[config.mk]
export PLATFORM = sky130hd
export DESIGN_NAME = mpu_reg_bridge
export DESIGN_NICKNAME = d
export VERILOG_FILES = /design/src/rtl/mpu_bridge_pkg.sv /design/src/rtl/mpu_sync.sv /design/src/rtl/mpu_lane_map.sv /design/src/rtl/mpu_access_ctl.sv /design/src/rtl/mpu_reg_bridge.sv
export SDC_FILE = /design/constraint.sdc
export NUM_CORES = 1
export LEC_CHECK = 0
export ABC_AREA = 1
export BUFFER_PORTS_ARGS = -buffer_cell sky130_fd_sc_hd__buf_2
export CAP_MARGIN = 20
export CELL_PAD_IN_SITES_DETAIL_PLACEMENT = 1
export CELL_PAD_IN_SITES_GLOBAL_PLACEMENT = 2
export CORE_ASPECT_RATIO = 1.4
export CORE_MARGIN = 4
export CORE_UTILIZATION = 31
export DETAILED_ROUTE_END_ITERATION = 7
export PLACE_DENSITY_LB_ADDON = 0.1
export SETUP_SLACK_MARGIN = 0.5
export SLEW_MARGIN = 0
export SYNTH_ARGS = -nofsm -noshare
export SYNTH_HDL_FRONTEND = slang
export SYNTH_SLANG_ARGS = --single-unit
[constraint.sdc]
create_clock -name clk -period 1.25 [get_ports clk]
set_clock_uncertainty 0.15 [all_clocks]
set_input_delay 0.25 -clock clk [delete_from_list [all_inputs] [get_ports clk]]
set_output_delay 0.25 -clock clk [all_outputs]
set_load 0.05 [all_outputs]
[src/rtl/mpu_bridge_pkg.sv]
package mpu_bridge_pkg;
  localparam int BYTE_W = 8;
  localparam int WORD_W = 2 * BYTE_W;
  localparam logic [1:0] MODE_DSTROBE = 2'b01;

  typedef enum logic [2:0] {
    ACC_IDLE,
    ACC_RD_ISSUE,
    ACC_RD_TAKE,
    ACC_WAIT_END,
    ACC_WR_DONE
  } acc_state_t;
endpackage

[src/rtl/mpu_sync.sv]
module mpu_sync #(
  parameter int W      = 1,
  parameter int STAGES = 2
) (
  input  logic         clk,
  input  logic         rst_n,
  input  logic [W-1:0] d,
  input  logic [W-1:0] rst_val,
  output logic [W-1:0] q
);
  logic [W-1:0] chain [STAGES];

  always_ff @(posedge clk or negedge rst_n) begin
    if (!rst_n) begin
      for (int i = 0; i < STAGES; i++) chain[i] <= rst_val;
    end else begin
      chain[0] <= d;
      for (int i = 1; i < STAGES; i++) chain[i] <= chain[i-1];
    end
  end

  assign q = chain[STAGES-1];
endmodule

[src/rtl/mpu_lane_map.sv]
module mpu_lane_map
  import mpu_bridge_pkg::*;
(
  input  logic              wide,
  input  logic              dstrobe,
  input  logic              bhe_n,
  input  logic              a0,
  input  logic [WORD_W-1:0] bus_wdata,
  input  logic [WORD_W-1:0] reg_rword,
  output logic [1:0]        be,
  output logic [WORD_W-1:0] wword,
  output logic [WORD_W-1:0] bus_rword
);
  logic              swap;
  logic [1:0]        lane_en;
  logic [WORD_W-1:0] rsrc;

  always_comb begin
    swap = wide & dstrobe;
    // even enable tracks A0 low; odd enable tracks bhe_n low (16-bit) or A0 high (8-bit)
    be   = wide ? {~bhe_n, ~a0} : {a0, ~a0};

    if (!wide)
      wword = {bus_wdata[BYTE_W-1:0], bus_wdata[BYTE_W-1:0]};
    else if (swap)
      wword = {bus_wdata[BYTE_W-1:0], bus_wdata[WORD_W-1:BYTE_W]};
    else
      wword = bus_wdata;

    if (!wide) begin
      lane_en = 2'b01;
      rsrc    = {{BYTE_W{1'b0}}, a0 ? reg_rword[WORD_W-1:BYTE_W] : reg_rword[BYTE_W-1:0]};
    end else if (swap) begin
      lane_en = {be[0], be[1]};
      rsrc    = {reg_rword[BYTE_W-1:0], reg_rword[WORD_W-1:BYTE_W]};
    end else begin
      lane_en = be;
      rsrc    = reg_rword;
    end

    bus_rword = rsrc & {{BYTE_W{lane_en[1]}}, {BYTE_W{lane_en[0]}}};
  end
endmodule

[src/rtl/mpu_access_ctl.sv]
module mpu_access_ctl
  import mpu_bridge_pkg::*;
#(
  parameter int ADDR_W = 8
) (
  input  logic              clk,
  input  logic              rst_n,
  input  logic              act,
  input  logic              is_wr,
  input  logic [ADDR_W-1:0] addr_in,
  input  logic              bhe_n_in,
  input  logic [WORD_W-1:0] din,
  input  logic [1:0]        lane_be,
  input  logic [WORD_W-1:0] lane_wword,
  input  logic [WORD_W-1:0] lane_rword,
  output logic              cap_a0,
  output logic              cap_bhe_n,
  output logic [WORD_W-1:0] wr_hold,
  output logic [ADDR_W-2:0] reg_addr,
  output logic              reg_wr,
  output logic              reg_rd,
  output logic [1:0]        reg_be,
  output logic [WORD_W-1:0] reg_wdata,
  output logic [WORD_W-1:0] rd_hold,
  output logic              ready
);
  acc_state_t        state;
  logic              cap_wr;
  logic [ADDR_W-1:0] cap_addr;

  always_ff @(posedge clk or negedge rst_n) begin
    if (!rst_n) begin
      state     <= ACC_IDLE;
      cap_wr    <= 1'b0;
      cap_addr  <= '0;
      cap_bhe_n <= 1'b1;
      wr_hold   <= '0;
      rd_hold   <= '0;
      reg_wr    <= 1'b0;
      reg_rd    <= 1'b0;
      reg_be    <= 2'b00;
      reg_wdata <= '0;
      ready     <= 1'b1;
    end else begin
      reg_wr <= 1'b0;
      reg_rd <= 1'b0;
      if (act) wr_hold <= din;
      unique case (state)
        ACC_IDLE: if (act) begin
          cap_wr    <= is_wr;
          cap_addr  <= addr_in;
          cap_bhe_n <= bhe_n_in;
          ready     <= 1'b0;
          state     <= is_wr ? ACC_WAIT_END : ACC_RD_ISSUE;
        end
        ACC_RD_ISSUE: begin
          reg_rd <= |lane_be;
          reg_be <= lane_be;
          state  <= ACC_RD_TAKE;
        end
        ACC_RD_TAKE: begin
          rd_hold <= lane_rword;
          ready   <= 1'b1;
          state   <= ACC_WAIT_END;
        end
        ACC_WAIT_END: if (!act) begin
          if (cap_wr) begin
            reg_wr    <= |lane_be;
            reg_be    <= lane_be;
            reg_wdata <= lane_wword;
            state     <= ACC_WR_DONE;
          end else begin
            state <= ACC_IDLE;
          end
        end
        ACC_WR_DONE: begin
          ready <= 1'b1;
          state <= ACC_IDLE;
        end
        default: state <= ACC_IDLE;
      endcase
    end
  end

  assign cap_a0   = cap_addr[0];
  assign reg_addr = cap_addr[ADDR_W-1:1];

  assert_wr_once_R7: assert property (@(posedge clk) disable iff (!rst_n)
    reg_wr |=> !reg_wr);
  assert_rd_once_R9: assert property (@(posedge clk) disable iff (!rst_n)
    reg_rd |=> (!reg_rd && ready));
  assert_rd_addr_R9: assert property (@(posedge clk) disable iff (!rst_n)
    reg_rd |-> $stable(reg_addr));
  assert_no_xfer_R3: assert property (@(posedge clk) disable iff (!rst_n)
    (reg_wr || reg_rd) |-> (reg_be != 2'b00));
  assert_wr_wait_R8: assert property (@(posedge clk) disable iff (!rst_n)
    reg_wr |-> !ready);
  assert_wr_release_R8: assert property (@(posedge clk) disable iff (!rst_n)
    reg_wr |=> ready);
  assert_start_low_R8: assert property (@(posedge clk) disable iff (!rst_n)
    (state == ACC_IDLE && act) |=> !ready);
endmodule

[src/rtl/mpu_reg_bridge.sv]
module mpu_reg_bridge
  import mpu_bridge_pkg::*;
#(
  parameter int ADDR_W      = 8,
  parameter int SYNC_STAGES = 2
) (
  input  logic              clk,
  input  logic              rst_n,
  input  logic [1:0]        cfg_mode,
  input  logic              cfg_wide,
  input  logic              bus_cs_n,
  input  logic              bus_rd_n,
  input  logic              bus_wr_n,
  input  logic              bus_ale,
  input  logic              bus_bhe_n,
  input  logic [ADDR_W-1:0] bus_addr,
  input  logic [WORD_W-1:0] bus_d_in,
  output logic [WORD_W-1:0] bus_d_out,
  output logic              bus_d_oe,
  output logic              bus_ready,
  output logic [ADDR_W-2:0] reg_addr,
  output logic              reg_wr,
  output logic              reg_rd,
  output logic [1:0]        reg_be,
  output logic [WORD_W-1:0] reg_wdata,
  input  logic [WORD_W-1:0] reg_rdata
);
  localparam int PACK_W = 1 + ADDR_W + WORD_W;

  logic [3:0]        ctl_s;
  logic [PACK_W-1:0] pk_s;
  logic              ale_s, cs_s, rd_s, wr_s, bhe_s;
  logic [ADDR_W-1:0] addr_s, addr_lat, acc_addr;
  logic [WORD_W-1:0] din_s;
  logic              dstrobe, ale_d, mux_seen, act_s;

  mpu_sync #(.W(4), .STAGES(SYNC_STAGES)) u_ctl_sync (
    .clk, .rst_n,
    .d      ({bus_ale, bus_cs_n, bus_rd_n, bus_wr_n}),
    .rst_val(4'b0111),
    .q      (ctl_s)
  );

  mpu_sync #(.W(PACK_W), .STAGES(SYNC_STAGES)) u_dat_sync (
    .clk, .rst_n,
    .d      ({bus_bhe_n, bus_addr, bus_d_in}),
    .rst_val({PACK_W{1'b1}}),
    .q      (pk_s)
  );

  assign {ale_s, cs_s, rd_s, wr_s} = ctl_s;
  assign bhe_s   = pk_s[PACK_W-1];
  assign addr_s  = pk_s[WORD_W +: ADDR_W];
  assign din_s   = pk_s[WORD_W-1:0];
  assign dstrobe = (cfg_mode == MODE_DSTROBE);

  // multiplexed-bus detection and address capture
  always_ff @(posedge clk or negedge rst_n) begin
    if (!rst_n) begin
      ale_d    <= 1'b0;
      mux_seen <= 1'b0;
      addr_lat <= '0;
    end else begin
      ale_d <= ale_s;
      if (!dstrobe && (ale_s != ale_d)) mux_seen <= 1'b1;
      if (ale_s) addr_lat <= din_s[ADDR_W-1:0];
    end
  end

  assign acc_addr = (!dstrobe && mux_seen) ? addr_lat : addr_s;
  assign act_s    = dstrobe ? (~cs_s & ~rd_s) : (~cs_s & (~rd_s | ~wr_s));

  logic              cap_a0, cap_bhe_n;
  logic [WORD_W-1:0] wr_hold, rd_hold, lane_wword, lane_rword;
  logic [1:0]        lane_be;

  mpu_lane_map u_lane (
    .wide     (cfg_wide),
    .dstrobe  (dstrobe),
    .bhe_n    (cap_bhe_n),
    .a0       (cap_a0),
    .bus_wdata(wr_hold),
    .reg_rword(reg_rdata),
    .be       (lane_be),
    .wword    (lane_wword),
    .bus_rword(lane_rword)
  );

  mpu_access_ctl #(.ADDR_W(ADDR_W)) u_ctl (
    .clk, .rst_n,
    .act       (act_s),
    .is_wr     (~wr_s),
    .addr_in   (acc_addr),
    .bhe_n_in  (bhe_s),
    .din       (din_s),
    .lane_be   (lane_be),
    .lane_wword(lane_wword),
    .lane_rword(lane_rword),
    .cap_a0    (cap_a0),
    .cap_bhe_n (cap_bhe_n),
    .wr_hold   (wr_hold),
    .reg_addr  (reg_addr),
    .reg_wr    (reg_wr),
    .reg_rd    (reg_rd),
    .reg_be    (reg_be),
    .reg_wdata (reg_wdata),
    .rd_hold   (rd_hold),
    .ready     (bus_ready)
  );

  // pad enable follows the raw strobes so the bus is released without delay
  assign bus_d_oe  = ~bus_cs_n & ~bus_rd_n & (dstrobe ? bus_wr_n : 1'b1);
  assign bus_d_out = rd_hold;

  assert_mux_hold_R2: assert property (@(posedge clk) disable iff (!rst_n)
    (mux_seen && !dstrobe && !ale_s && !ale_d) |=> $stable(addr_lat));
  assert_ready_idle_R8: assert property (@(posedge clk) disable iff (!rst_n)
    (reg_rd || reg_wr) |-> !bus_ready);
endmodule

### Yosys cells after proc, flatten, opt, wreduce, memory -nomap -nowiden

Cells that the tools add are included.

* equality and inequality tests: 9
* mux-type cells: 25
* bitwise logic cells: 15
* reduce and logical (&&, ||, !) cells: 13

Operators by type and width (count)
* 2-to-1 mux 16 bit: 4
* bitwise AND 16 bit: 1
* 2-to-1 mux 8 bit: 2
* 2-to-1 mux 2 bit: 6
* one-hot mux 3 bit (4 select lines): 1
* 2-to-1 mux 3 bit: 3
* inverter 1 bit: 8
* 2-to-1 mux 1 bit: 7
* equality test 3 x 2 -> 1 bit, second input constant: 2
* AND reduction 2 bit: 3
* AND reduction 3 bit: 2
* bitwise AND 1 bit: 5
* inequality test 2 x 1 -> 1 bit, second input constant: 2
* one-hot mux 2 bit (2 select lines): 1
* nonzero test 2 bit: 2
* OR reduction 2 bit: 2
* equality test 3 x 1 -> 1 bit, second input constant: 1
* equality test 3 bit, second input constant: 1
* zero test 3 bit: 1
* equality test 2 x 1 -> 1 bit, second input constant: 1
* logical AND 1 bit: 2
* inequality test 2 bit, second input constant: 1
* one-hot mux 1 bit (2 select lines): 1
* zero test 1 bit: 1
* 2 further kinds: 2

* flip-flop bits (word level): 134
* input port bits: 50
* word-level logic and storage cells: 80

### Depth between registers and ports, before layout

* depth after elaboration: 6
* gate-level depth with buffers: 10
* mapped depth without buffers: 9

### Worst setup path before layout

No wires, ideal clock.

* path type: reg-to-reg
* start point: reg u_ctl_sync.chain, in the netlist u_ctl_sync.q[0]
* end point: reg u_ctl.reg_wdata[10]
* setup time: 118 ps
* data arrival time: 1119 ps
* required time: 982 ps
* slack: -137 ps
* stages on the path, launching flop included: 9
* cells stage by stage: dfstp_2 > inv_1 > nand2_1 > nand2_1 > nand2_2 > nand2_4 > buf_2 > nand2_1 > nand2_1

* word-level cells in the longest chain between the ends: 6

RTL lines
* start, declared: line mpu_sync.sv:11 `logic [W-1:0] chain [STAGES];`
* inverter 1 bit: line mpu_reg_bridge.sv:71 `assign act_s = dstrobe ? (~cs_s & ~rd_s) : (~cs_s & (~rd_s | ~wr_s));`
* bitwise OR 1 bit: line mpu_reg_bridge.sv:71
* bitwise AND 1 bit: line mpu_reg_bridge.sv:71
* 2-to-1 mux 1 bit: line mpu_reg_bridge.sv:71
* inverter 1 bit (no source line)
* AND reduction 3 bit (no source line)
* end signal, assigned: line mpu_access_ctl.sv:70 `reg_wdata <= lane_wword;`
* end, declared: line mpu_access_ctl.sv:23 `output logic [WORD_W-1:0] reg_wdata,`

No other way between the ends.
A chain may end at the register's enable or synchronous reset.

### Worst setup path in the final report

* start point: reg u_ctl.state[2]
* end point: reg u_ctl.cap_bhe_n

* word-level cells in the longest chain between the ends: 2

RTL lines
* start, declared: line mpu_access_ctl.sv:27 `acc_state_t state;`
* start signal, assigned: line mpu_access_ctl.sv:54 `state <= is_wr ? ACC_WAIT_END : ACC_RD_ISSUE;`
* zero test 3 bit: line mpu_access_ctl.sv:48 `unique case (state)`
* AND reduction 2 bit (no source line)
* end signal, assigned: line mpu_access_ctl.sv:52 `cap_bhe_n <= bhe_n_in;`
* end, declared: line mpu_access_ctl.sv:17 `output logic cap_bhe_n,`

No other way between the ends.

==> results.yml <==
synth:
  syn-cell-area_um2: 5200
  synth_commonest_cells: "nand2_1, dfrtp_1, dfstp_2"
  yosys_warnings: 0
  synth-seq-cells: 134
  synth-seq-area-share: 0.659
  yosysMostFrequentCell: "nand2_1"
  synth_edf_count: 0
  synth_fp_nets: 591
  netlist.area_leader.share: 0.366
  ys.flop_type: "dfrtp_1"
  synth-async-reset-ratio: 1.00
  yosys.area.top_type: "dfrtp_1"
  synth_area_leaders: "dfrtp_1, dfstp_2, nand2_1, o21ai_0, inv_1"
  synth.avg_cell_area_um2: 9.61
  syn_inst: 541
  yosysUniqueCellTypes: 28
detailed_routing:
  post_drt_wl_per_cell_um: 16.6
  ant_nets: 0
  drc: 0
  drt_iter0_markers: 134
  drt-pass1-iter-count: 4
  viasPerCell: 4.55
  drt_wl_total_um: 15900
  num_vias: 4339
placement:
  pre_cts_ws_ps: -374
  routabilityCongestion: 0.807
  portBuffers: 94
  hpwl_um: 10300
clock_network:
  cts_tree: "built"
  h-tree-depth: 4
  cts_buffers: 17
  cts.sinks: 134
  clk_latency_ps: 410
  cts_max_path_buffers: 2
  clkTransAtPathRegs_ps: 60
  ctsHoldBuffers: 27
  ctsRootBufferMaster: "clkbuf_16"
global_route:
  grt_use_met3: 0.0329
  grt_usage: 0.176
  use_met1: 0.188
  globalRouteMet2Util: 0.337
  grt_pass1_vias: 4840
  grt_pass1_wl_um: 26100
  grt_max_degree: 37
  grt-busiest-layer: "met2"
  grt-ovfl-total: 0
  antenna_found_initial: 0
timing:
  worst_pin_slew_ps: 265
  slew_viol_final: 0
  layout_setup_ws_ps: -270
  period_minus_slack_ps: 1520
  hold_ws_ps: -472
  relSlewSlack: 0.823
  finalSetupViolCount: 110
  hold_viol: 110
  fmax_mhz: 658
  fin_crit_sh: 1.22
  rsz0062_at_grt: "true"
power:
  leakagePower_nw: 4.14
  power.density_nw_per_um2: 2310
  power_frac_seq: 0.311
  internal_power_mw: 12.3
  p_sw_frac: 0.385
  pwr-share-clk: 0.268
  p_comb_frac: 0.421
  power.switching_mw: 7.69
  ir_drop_mv: 1.02
floorplanning:
  floorplan.initialDensity: 0.319
  rows: 55
  dieArea_um2: 18900
  die_h_um: 161
  ios: 95
  die_x_um: 117
  core_area_um2: 16300
final_layout:
  synthToLayoutAreaGrowth_pct: 66.1
  ff_latch_area_um2: 3470
  num_antenna_cells: 0
  drive_gt1_frac: 0.560
  fillCellCount: 1722
  fin_nets: 792
  multi_input_area_um2: 2080
min_path:
  hp-class: "primary input to asynchronous set/reset pin"
worst_setup_path:
  crit_buf_inv: 1
  arrival_ps: 1720
  cp_max_fo: 5
  crit_slowest_cell: "dfrtp_2"
  cp-end-kind: "flip-flop"
  start_kind: "flip-flop"
  critPathKind: "flip-flop to flip-flop"
  cp_data_required_time_ps: 1450
  cp_top_family: "simple AND/OR/NAND/NOR gates"
  slowest_delay_ps: 470
  crit_chain: "nor2_4 > nand2_2 > buf_4 > nor2_4 > nand2_1 > nand2_1"
run_status:
  violations: "hold timing, setup timing"
  status: "finished with violations"
flow_run:
  cap_viol_max_count: 0
cells in the final DEF (no fill, tap or decap), types with 4 or more instances in the layout:
| master | instances |
|---|---|
| dfstp_2 | 58 |
| inv_2 | 4 |
| inv_1 | 30 |
| dfrtp_2 | 39 |
| buf_12 | 15 |
| dfrtp_1 | 37 |
| buf_6 | 57 |
| nand2_1 | 164 |
| clkbuf_16 | 22 |
| dlygate4sd3_1 | 27 |
| nand2_4 | 29 |
| nand2_8 | 5 |
| nand3_1 | 18 |
| buf_4 | 44 |
| nand3b_1 | 7 |
| buf_2 | 46 |
| nor2_1 | 4 |
| o21ai_1 | 17 |
| o21ai_0 | 23 |
| buf_16 | 5 |
| nor2_4 | 4 |
| nand3_2 | 8 |
| nand2_2 | 47 |
| buf_8 | 4 |
| o21ai_2 | 10 |
| inv_4 | 5 |
cell type report:
cell class,instances,area share
repair buffers,198,0.228
well taps,199,0.0288
multi-input cells,349,0.241
clock inverters,6,0.00782
clock buffers,26,0.0678
inverters,42,0.0240
flip-flops and latches,134,0.402
worst paths after layout:
| kind | end | slack [ps] | depth (start not counted) | start |
|---|---|---|---|---|
| min | u_ctl.reg_wdata[11]$_DFFE_PN0P_ | -470 | 1 | rst_n |
| max in group asynchronous | u_ctl_sync.chain[6]$_DFF_PN1_ | 890 | 2 | rst_n |
| max reg2reg | u_ctl.cap_bhe_n$_DFFE_PN1P_ | -270 | 6 | u_ctl.state[2]$_DFFE_PN0P_ |
| min in group clk | u_ctl_sync.chain[6]$_DFF_PN1_ | -100 | 2 | bus_cs_n |
| min reg2reg | u_ctl_sync.q[3]$_DFF_PN0_ | 200 | 0 | u_ctl_sync.chain[7]$_DFF_PN0_ |
| max | u_ctl.cap_bhe_n$_DFFE_PN1P_ | -270 | 6 | u_ctl.state[2]$_DFFE_PN0P_ |
timing repair:
item / CTS / global route
gates cloned: 8 / 0
pin swaps: 38 / 30
buffers inserted: 12 / 19
setup endpoints to repair: 121 / 121
resized for setup: 218 / 68
hold endpoints to repair: 137 / 88
power by group through the flow:
stage	Sequential [mW]	Clock, mW	Combinational [mW]
floorplan	8.19	0	1.86
global placement	6.00	0	5.94
detailed placement	6.04	0	6.04
CTS	6.18	5.52	7.73
global route	6.34	5.72	8.99
finish	6.22	5.35	8.41
routing by layer:
layer,wire length (µm),vias up,share of wire
met3,464,18,0.029
li1,-,2091,-
met2,9200,98,0.58
met1,5870,2132,0.37
met5,0,-,0
met4,318,0,0.020
flip-flops by register name, indices dropped and copies added, names as in the netlist, 4 cells and up:
| signal | cells |
|---|---|
| addr_lat | 8 |
| u_ctl.cap_addr | 8 |
| u_ctl.rd_hold | 16 |
| u_ctl.reg_wdata | 16 |
| u_ctl.wr_hold | 16 |
| u_ctl_sync.chain | 4 |
| u_ctl_sync.q | 4 |
| u_dat_sync.chain | 25 |
| u_dat_sync.q | 25 |
metrics by stage:
step / instance area, µm² / cells / utilization / total power, mW / setup TNS (ps)
floorplan: 5380 / 541 / - / 10.0 / -4230
global placement: 6390 / 856 / 0.392 / 11.9 / -14230
detailed placement: 6390 / 856 / 0.392 / 12.1 / -17920
CTS: 8260 / 935 / 0.506 / 19.4 / -17340
global route: 8640 / 954 / 0.530 / 21.1 / -23790
finish: 8640 / 954 / 0.530 / 20.0 / -18230
logic make-up (layout without fill, tap and decap cells):
logic type / count (synthesis) / in the layout / synth area share
AND/OR/NAND/NOR: 291 / 293 / 0.235
flip-flops: 134 / 134 / 0.659
buffers and inverters: 60 / 272 / 0.0496
AO/OA/AOI/OAI: 55 / 55 / 0.0546
XOR/XNOR: 1 / 1 / 0.00168
Note: power is estimated with default switching activity, not from simulation.
